`config.mk`:
```
export PLATFORM = sky130hd
export DESIGN_NAME = i2c_target_engine
export DESIGN_NICKNAME = d
export VERILOG_FILES = /design/src/rtl/i2c_tgt_pkg.sv /design/src/rtl/i2c_tgt_cond.sv /design/src/rtl/i2c_tgt_fsm.sv /design/src/rtl/i2c_tgt_regs.sv /design/src/rtl/i2c_target_engine.sv
export SDC_FILE = /design/constraint.sdc
export NUM_CORES = 1
export LEC_CHECK = 0
export ABC_AREA = 1
export ABC_CLOCK_PERIOD_IN_PS = 3200
export BUFFER_PORTS_ARGS = -buffer_cell sky130_fd_sc_hd__buf_2
export CORE_MARGIN = 3
export CORE_UTILIZATION = 45
export DETAILED_ROUTE_END_ITERATION = 6
export SLEW_MARGIN = 20
export SYNTH_ARGS = -nofsm -noshare
export SYNTH_HDL_FRONTEND = slang
export SYNTH_SLANG_ARGS = --single-unit
```
`constraint.sdc`:
```
create_clock -name clk -period 3.2 [get_ports clk]
set_input_delay 0.48 -clock clk [delete_from_list [all_inputs] [get_ports clk]]
set_output_delay 0.48 -clock clk [all_outputs]
set_load 0.02 [all_outputs]
```
`src/rtl/i2c_tgt_pkg.sv`:
```
`timescale 1ns/1ps
package i2c_tgt_pkg;

    localparam int BYTE_W    = 8;
    localparam int ADDR_W    = 7;
    localparam int FRAME_W   = BYTE_W + 1;
    localparam int ACK_SLOTS = 1;

    typedef enum logic [1:0] {
        ST_IDLE,
        ST_ADDR,
        ST_RECV,
        ST_SEND
    } eng_state_t;

    typedef struct packed {
        logic start;
        logic stop;
        logic rise;
        logic fall;
    } bus_ev_t;

    typedef struct packed {
        logic              open_xfer;
        logic              is_read;
        logic              close_xfer;
        logic              wr_en;
        logic [BYTE_W-1:0] wr_byte;
        logic              rd_adv;
    } reg_req_t;

    function automatic logic addr_hit(input logic [BYTE_W-1:0] frame,
                                      input logic [ADDR_W-1:0] own);
        return frame[BYTE_W-1:1] == own;
    endfunction

endpackage

```
`src/rtl/i2c_tgt_cond.sv`:
```
`timescale 1ns/1ps
module i2c_tgt_cond import i2c_tgt_pkg::*; (
    input  logic    clk,
    input  logic    rst,
    input  logic    scl,
    input  logic    sda,
    output bus_ev_t ev,
    output logic    bit_val,
    output logic    bit_ok
);
    logic scl_q;
    logic sda_q;

    always_comb begin
        ev.start = scl && scl_q && sda_q && !sda;
        ev.stop  = scl && scl_q && !sda_q && sda;
        ev.rise  = scl && !scl_q;
        ev.fall  = !scl && scl_q;
    end

    always_ff @(posedge clk) begin
        if (rst) begin
            scl_q   <= 1'b1;
            sda_q   <= 1'b1;
            bit_val <= 1'b1;
            bit_ok  <= 1'b0;
        end else begin
            scl_q <= scl;
            sda_q <= sda;
            if (ev.rise) begin
                bit_val <= sda;
                bit_ok  <= 1'b1;
            end else if (ev.start || ev.fall) begin
                bit_ok  <= 1'b0;
            end
        end
    end

    // a bit is captured from SDA at the SCL rise
    assert_rise_capture_R3: assert property (@(posedge clk) disable iff (rst)
        ev.rise |=> (bit_ok && bit_val == $past(sda)));

endmodule

```
`src/rtl/i2c_tgt_fsm.sv`:
```
`timescale 1ns/1ps
module i2c_tgt_fsm import i2c_tgt_pkg::*; #(
    parameter logic [ADDR_W-1:0] OWN_ADDR = 7'h50
) (
    input  logic              clk,
    input  logic              rst,
    input  bus_ev_t           ev,
    input  logic              bit_val,
    input  logic              bit_ok,
    input  logic [BYTE_W-1:0] rd_byte,
    output reg_req_t          req,
    output logic              sda_pull
);
    localparam int CNT_W = $clog2(FRAME_W + 1);
    localparam int IDX_W = $clog2(BYTE_W);

    eng_state_t        state;
    logic [IDX_W-1:0]  bit_idx;
    logic [BYTE_W-1:0] shreg;
    logic [FRAME_W-1:0] resp;
    logic [CNT_W-1:0]  resp_cnt;

    logic [BYTE_W-1:0] next_frame;
    logic              collecting;
    logic              byte_done;
    logic              frame_end;

    assign next_frame = {shreg[BYTE_W-2:0], bit_val};
    assign collecting = ev.fall && bit_ok && (resp_cnt == '0) &&
                        (state == ST_ADDR || state == ST_RECV);
    assign byte_done  = collecting && (bit_idx == IDX_W'(BYTE_W - 1));
    assign frame_end  = ev.fall && (resp_cnt == CNT_W'(1));
    assign sda_pull   = (resp_cnt != '0) && !resp[FRAME_W-1];

    always_ff @(posedge clk) begin
        if (rst) begin
            state    <= ST_IDLE;
            bit_idx  <= '0;
            shreg    <= '0;
            resp     <= '0;
            resp_cnt <= '0;
            req      <= '0;
        end else begin
            req <= '0;
            if (ev.start) begin
                state    <= ST_ADDR;
                bit_idx  <= '0;
                shreg    <= '0;
                resp     <= '0;
                resp_cnt <= '0;
            end else if (ev.stop) begin
                state          <= ST_IDLE;
                bit_idx        <= '0;
                resp           <= '0;
                resp_cnt       <= '0;
                req.close_xfer <= 1'b1;
            end else if (ev.fall && resp_cnt != '0) begin
                // shift the response frame, refilling with released slots
                resp     <= {resp[FRAME_W-2:0], 1'b1};
                resp_cnt <= resp_cnt - 1'b1;
                if (frame_end && state == ST_SEND) begin
                    if (bit_ok && !bit_val) begin
                        resp       <= {rd_byte, 1'b1};
                        resp_cnt   <= CNT_W'(FRAME_W);
                        req.rd_adv <= 1'b1;
                    end else begin
                        state <= ST_IDLE;
                    end
                end
            end else if (collecting) begin
                shreg   <= next_frame;
                bit_idx <= bit_idx + 1'b1;
                if (byte_done) begin
                    if (state == ST_ADDR) begin
                        if (addr_hit(next_frame, OWN_ADDR)) begin
                            req.open_xfer <= 1'b1;
                            req.is_read   <= next_frame[0];
                            resp          <= '0;
                            resp_cnt      <= CNT_W'(ACK_SLOTS);
                            state         <= next_frame[0] ? ST_SEND : ST_RECV;
                        end else begin
                            state <= ST_IDLE;
                        end
                    end else begin
                        req.wr_en   <= 1'b1;
                        req.wr_byte <= next_frame;
                        resp        <= '0;
                        resp_cnt    <= CNT_W'(ACK_SLOTS);
                    end
                end
            end
        end
    end

    assert_start_enters_addr_R1: assert property (@(posedge clk) disable iff (rst)
        ev.start |=> (state == ST_ADDR && !sda_pull));

    assert_stop_goes_idle_R2: assert property (@(posedge clk) disable iff (rst)
        ev.stop |=> (state == ST_IDLE && !sda_pull && req.close_xfer));

    assert_idle_quiet_R4: assert property (@(posedge clk) disable iff (rst)
        (state == ST_IDLE) |-> !sda_pull);

    assert_mismatch_drops_R4: assert property (@(posedge clk) disable iff (rst)
        (byte_done && state == ST_ADDR && !addr_hit(next_frame, OWN_ADDR))
            |=> (state == ST_IDLE && !sda_pull));

    assert_data_ack_R6: assert property (@(posedge clk) disable iff (rst)
        (byte_done && state == ST_RECV) |=> (sda_pull && req.wr_en));

    assert_frame_bound_R8: assert property (@(posedge clk) disable iff (rst)
        resp_cnt <= CNT_W'(FRAME_W));

endmodule

```
`src/rtl/i2c_tgt_regs.sv`:
```
`timescale 1ns/1ps
module i2c_tgt_regs import i2c_tgt_pkg::*; #(
    parameter int DEPTH = 16
) (
    input  logic              clk,
    input  logic              rst,
    input  reg_req_t          req,
    output logic [BYTE_W-1:0] rd_byte
);
    localparam int PTR_W = $clog2(DEPTH);

    logic [BYTE_W-1:0] mem [DEPTH];
    logic [PTR_W-1:0]  ptr;
    logic [PTR_W-1:0]  ptr_inc;
    logic              arm;

    assign ptr_inc = (ptr == PTR_W'(DEPTH - 1)) ? '0 : ptr + 1'b1;
    assign rd_byte = mem[ptr];

    always_ff @(posedge clk) begin
        if (rst) begin
            ptr <= '0;
            arm <= 1'b0;
            for (int i = 0; i < DEPTH; i++) begin
                mem[i] <= '0;
            end
        end else begin
            if (req.open_xfer) begin
                arm <= !req.is_read;
            end
            if (req.close_xfer) begin
                arm <= 1'b0;
            end
            if (req.wr_en) begin
                if (arm) begin
                    ptr <= req.wr_byte[PTR_W-1:0];
                    arm <= 1'b0;
                end else begin
                    mem[ptr] <= req.wr_byte;
                    ptr      <= ptr_inc;
                end
            end
            if (req.rd_adv) begin
                ptr <= ptr_inc;
            end
        end
    end

    assert_pointer_load_R7: assert property (@(posedge clk) disable iff (rst)
        (req.wr_en && arm) |=> (ptr == $past(req.wr_byte[PTR_W-1:0]) && !arm));

    assert_pointer_wrap_R11: assert property (@(posedge clk) disable iff (rst)
        ((req.rd_adv || (req.wr_en && !arm)) && ptr == PTR_W'(DEPTH - 1)) |=> (ptr == '0));

endmodule

```
`src/rtl/i2c_target_engine.sv`:
```
`timescale 1ns/1ps
module i2c_target_engine import i2c_tgt_pkg::*; #(
    parameter logic [ADDR_W-1:0] TARGET_ADDR = 7'h50,
    parameter int                REG_DEPTH   = 16
) (
    input  logic clk,
    input  logic rst,
    input  logic scl,
    input  logic sda,
    output logic sda_pull
);
    bus_ev_t           ev;
    logic              bit_val;
    logic              bit_ok;
    reg_req_t          req;
    logic [BYTE_W-1:0] rd_byte;

    i2c_tgt_cond u_cond (
        .clk     (clk),
        .rst     (rst),
        .scl     (scl),
        .sda     (sda),
        .ev      (ev),
        .bit_val (bit_val),
        .bit_ok  (bit_ok)
    );

    i2c_tgt_fsm #(.OWN_ADDR(TARGET_ADDR)) u_fsm (
        .clk      (clk),
        .rst      (rst),
        .ev       (ev),
        .bit_val  (bit_val),
        .bit_ok   (bit_ok),
        .rd_byte  (rd_byte),
        .req      (req),
        .sda_pull (sda_pull)
    );

    i2c_tgt_regs #(.DEPTH(REG_DEPTH)) u_regs (
        .clk     (clk),
        .rst     (rst),
        .req     (req),
        .rd_byte (rd_byte)
    );

    // the pull-down only moves while SCL is low
    assert_sda_moves_scl_low_R8: assert property (@(posedge clk) disable iff (rst)
        !$stable(sda_pull) |-> !scl);

endmodule

```
==> impl_metrics.env <==
export IMPL_grt_pass1_vias=5603
export IMPL_min_period_ns=2.171
export IMPL_antenna_found_initial=0
export IMPL_vias_per_cell=5.268
export IMPL_initial_core_util_pct=46.05
export IMPL_ys_types=39
export IMPL_core_area_mm2=0.01802
export IMPL_slew_headroom_pct=36.66
export IMPL_startpoint_type="register"
export IMPL_globalplace_congestion=0.8617
export IMPL_max_stage_delay_ns=0.38
export IMPL_hold_class="in2reg"
export IMPL_worstMarginPinSlew_ns=0.9491
export IMPL_cts_hold_buf=0
export IMPL_grt_use_total_pct=20.32
export IMPL_drt_total_wl_mm=19.75
export IMPL_clockBufferDepth=2
export IMPL_dpl_hpwl_mm=12.58
export IMPL_synth_seq_cells=179
export IMPL_crit_fanout=4
export IMPL_io_pins=5
export IMPL_synth_fp_nets=904
export IMPL_finalMaxSlewViolations=0
export IMPL_clkTransAtPathRegs_ns=0.07
export IMPL_hold_viol=0
export IMPL_path_common_cell="inv_1"
export IMPL_rows=49
export IMPL_globalRouteOverflowTotal=0
export IMPL_clock_latency_ns=0.43
export IMPL_cts_tree="done"
export IMPL_fp_dieH_um=141.8
export IMPL_htreeDepth=4
export IMPL_timing_worst_setup_path_type="reg2out"
export IMPL_root_buffer="clkbuf_16"
export IMPL_detail_route_antenna_nets=0
export IMPL_syn_inst=889
export IMPL_drtIter0Drc=526
export IMPL_cts_made_buffers=17
export IMPL_numPortBuffers=4
export IMPL_vdd_drop_max_uv=346.8
export IMPL_cts_sinks=179
export IMPL_syn_area_mm2=0.008300
export IMPL_rsz0062_at_grt="false"
export IMPL_max_cap_violations=0
export IMPL_critPathSlowestCell="dfxtp_1"
export IMPL_required_ns=2.72
export IMPL_path_cells="inv_1 -> ha_1 -> inv_1 -> nor2_2 -> nor2_1 -> buf_2"
export IMPL_powerDensity_mw_per_mm2=533.8
export IMPL_area_growth_pct=9.059
export IMPL_wire_per_inst_um=17.63
export IMPL_setup_tns_ns=0
export IMPL_nets=894
export IMPL_via_count=5900
export IMPL_finalInstanceArea_mm2=0.009052
export IMPL_die_x_um=141.8
export IMPL_p_leak_nw=3.399
export IMPL_avgSynthCellArea_um2=9.337
export IMPL_grt_start_max_net_pins=63
export IMPL_cts_resized=0
export IMPL_cts_setup_buffers=0
export IMPL_fmax_mhz=460.5
export IMPL_drt_pass1_iter_count=7
export IMPL_drive_gt1_share_pct=10.10
export IMPL_dieArea_mm2=0.02011
export IMPL_yosys_warnings=0
export IMPL_status="completed"
export IMPL_diodes=0
export IMPL_seq_area_frac_synth_pct=58.61
export IMPL_fin_skew_ns=0.007701
export IMPL_setup_violations=0
export IMPL_cp_arrival_ns=1.69
export IMPL_crit_path_end_kind="output port"
export IMPL_grt_pass1_wl_mm=30.81
export IMPL_placed_area_mm2=0.008463
export IMPL_fin_crit_sh_pct=67.86
export IMPL_drc=0
==> routing by layer <==
layer	track usage, %	vias to the layer above	wire, µm
li1	-	2906	-
met1	28.51	2782	9054
met3	2.966	34	1076
met2	31.80	178	9091
met4	8.384	0	523
met5	0	-	0
==> state kept, by name, summed over array words and instances, names as in the netlist, named ones only <==
name            flops
u_fsm.bit_idx       3
u_fsm.resp          9
u_cond.bit_ok       1
u_fsm.resp_cnt      4
u_fsm.state         2
u_fsm.shreg         7
u_cond.scl_q        1
u_regs.mem        128
u_cond.sda_q        1
u_regs.arm          1
u_cond.bit_val      1
u_fsm.req          13
u_regs.ptr          4
==> power breakdown <==
group / internal [mW] / total [mW] / switching, mW
clock: 1.22 / 2.11 / 0.882
sequential: 2.56 / 2.59 / 0.0285
combinational: 0.0360 / 0.136 / 0.100
total: 3.82 / 4.83 / 1.01
==> Yosys cell counts <==
| master | number | area (µm²) |
|---|---|---|
| and2_1 | 1 | 6.260 |
| nand2_4 | 12 | 135.1 |
| xor2_1 | 4 | 35.03 |
| nor3_4 | 2 | 32.53 |
| o21ai_1 | 1 | 5.000 |
| nor2_8 | 4 | 80.08 |
| nor2_2 | 5 | 31.28 |
| mux2i_1 | 1 | 10.01 |
| clkinv_1 | 2 | 7.510 |
| buf_2 | 12 | 60.06 |
| ha_1 | 11 | 137.6 |
| nand4_1 | 4 | 25.02 |
| buf_6 | 1 | 11.26 |
| nand3_1 | 59 | 295.3 |
| inv_1 | 69 | 259.0 |
| o211ai_1 | 21 | 157.7 |
| inv_2 | 9 | 33.78 |
| nor2_4 | 5 | 56.30 |
| nand2_2 | 2 | 12.51 |
| a2111oi_0 | 1 | 8.760 |
| nand2_1 | 138 | 518.0 |
| a31oi_1 | 3 | 18.77 |
| or2_2 | 1 | 6.260 |
| o21ai_2 | 1 | 8.760 |
| buf_4 | 5 | 37.54 |
| o21ai_4 | 1 | 16.27 |
| nand4_4 | 1 | 21.27 |
| nor4_2 | 1 | 12.51 |
| clkbuf_2 | 2 | 10.01 |
| a21oi_1 | 18 | 90.09 |
| o21ai_0 | 54 | 270.3 |
| nor2_1 | 228 | 855.8 |
| dfxtp_1 | 51 | 1021 |
| clkbuf_1 | 19 | 71.32 |
| edfxtp_1 | 128 | 3844 |
| nand3_2 | 6 | 60.06 |
| a211oi_1 | 2 | 15.01 |
| inv_6 | 1 | 8.760 |
| nor3_1 | 3 | 15.01 |
==> layout by cell type (no fill, tap or decap), types with 2 or more instances in the layout <==
master and instances:
clkinv_4 2, nand2_2 2, nor2_8 4, o211ai_1 21, edfxtp_1 128, nand4_1 4, nand2_4 12, o21ai_0 54
nor2_2 5, nor3_4 2, buf_2 4, inv_1 69, nand2_1 138, a31oi_1 3, nand3_2 6, dfxtp_1 50
ha_1 11, nor2_1 228, bufinv_16 3, nor3_1 3, xor2_1 4, inv_2 9, clkinv_1 4, inv_6 3
a211oi_1 2, a21oi_1 18, nor2_4 5, clkinvlp_4 3, nand3_1 59, clkbuf_16 17, buf_4 6
==> layout make-up <==
type / count / area, µm²
Clock buffer: 18 / 429.2
Fill cell: 1717 / 8972
Inverter: 81 / 309.0
Timing Repair Buffer: 10 / 65.06
Clock inverter: 13 / 160.2
Tap cell: 229 / 286.5
Multi-Input combinational cell: 590 / 2937
Sequential cell: 179 / 4866
==> metrics by stage <==
step	hold slack, ns	std cells	worst slack (ns)	power [mW]	util, %
floorplan	0.3801	889	1.462	2.727	-
global placement	0.3878	1089	1.004	2.773	46.95
detailed placement	0.3868	1089	0.9712	2.774	46.95
CTS	0.2419	1120	0.9747	4.852	50.22
global route	0.2698	1120	0.8412	4.958	50.22
finish	0.2552	1120	1.029	4.832	50.22
==> cell families (layout without fill, tap and decap cells) <==
logic type,Yosys count,after routing,synth area share (%)
AO/OA/AOI/OAI,102,102,7.115
XOR/XNOR,4,4,0.4220
adder cells (fa/ha/maj),11,11,1.658
buffers and inverters,120,122,6.015
flip-flops,179,179,58.61
multiplexers,1,1,0.1206
AND/OR/NAND/NOR,472,472,26.06
==> final timing paths <==
check / slack, ns / start / to / depth (start not counted)
max: 1.03 / u_fsm.resp_cnt[0] / sda_pull / 6
min: 0.26 / scl / u_cond.scl_q / 3
max reg2reg: 1.13 / register / u_fsm.resp[2] / 10
min reg2reg: 0.40 / u_fsm.req[10] / u_regs.arm / 1
==> worst max-delay path: cells and delay by family, from the launching register on <==
family / cells / cell delay (ns)
buffers and inverters: 3 / 0.43
adder cells (fa/ha/maj): 1 / 0.20
flip-flops: 1 / 0.38
AND/OR/NAND/NOR: 2 / 0.26
No activity file was read; power rests on OpenSTA's default activity.
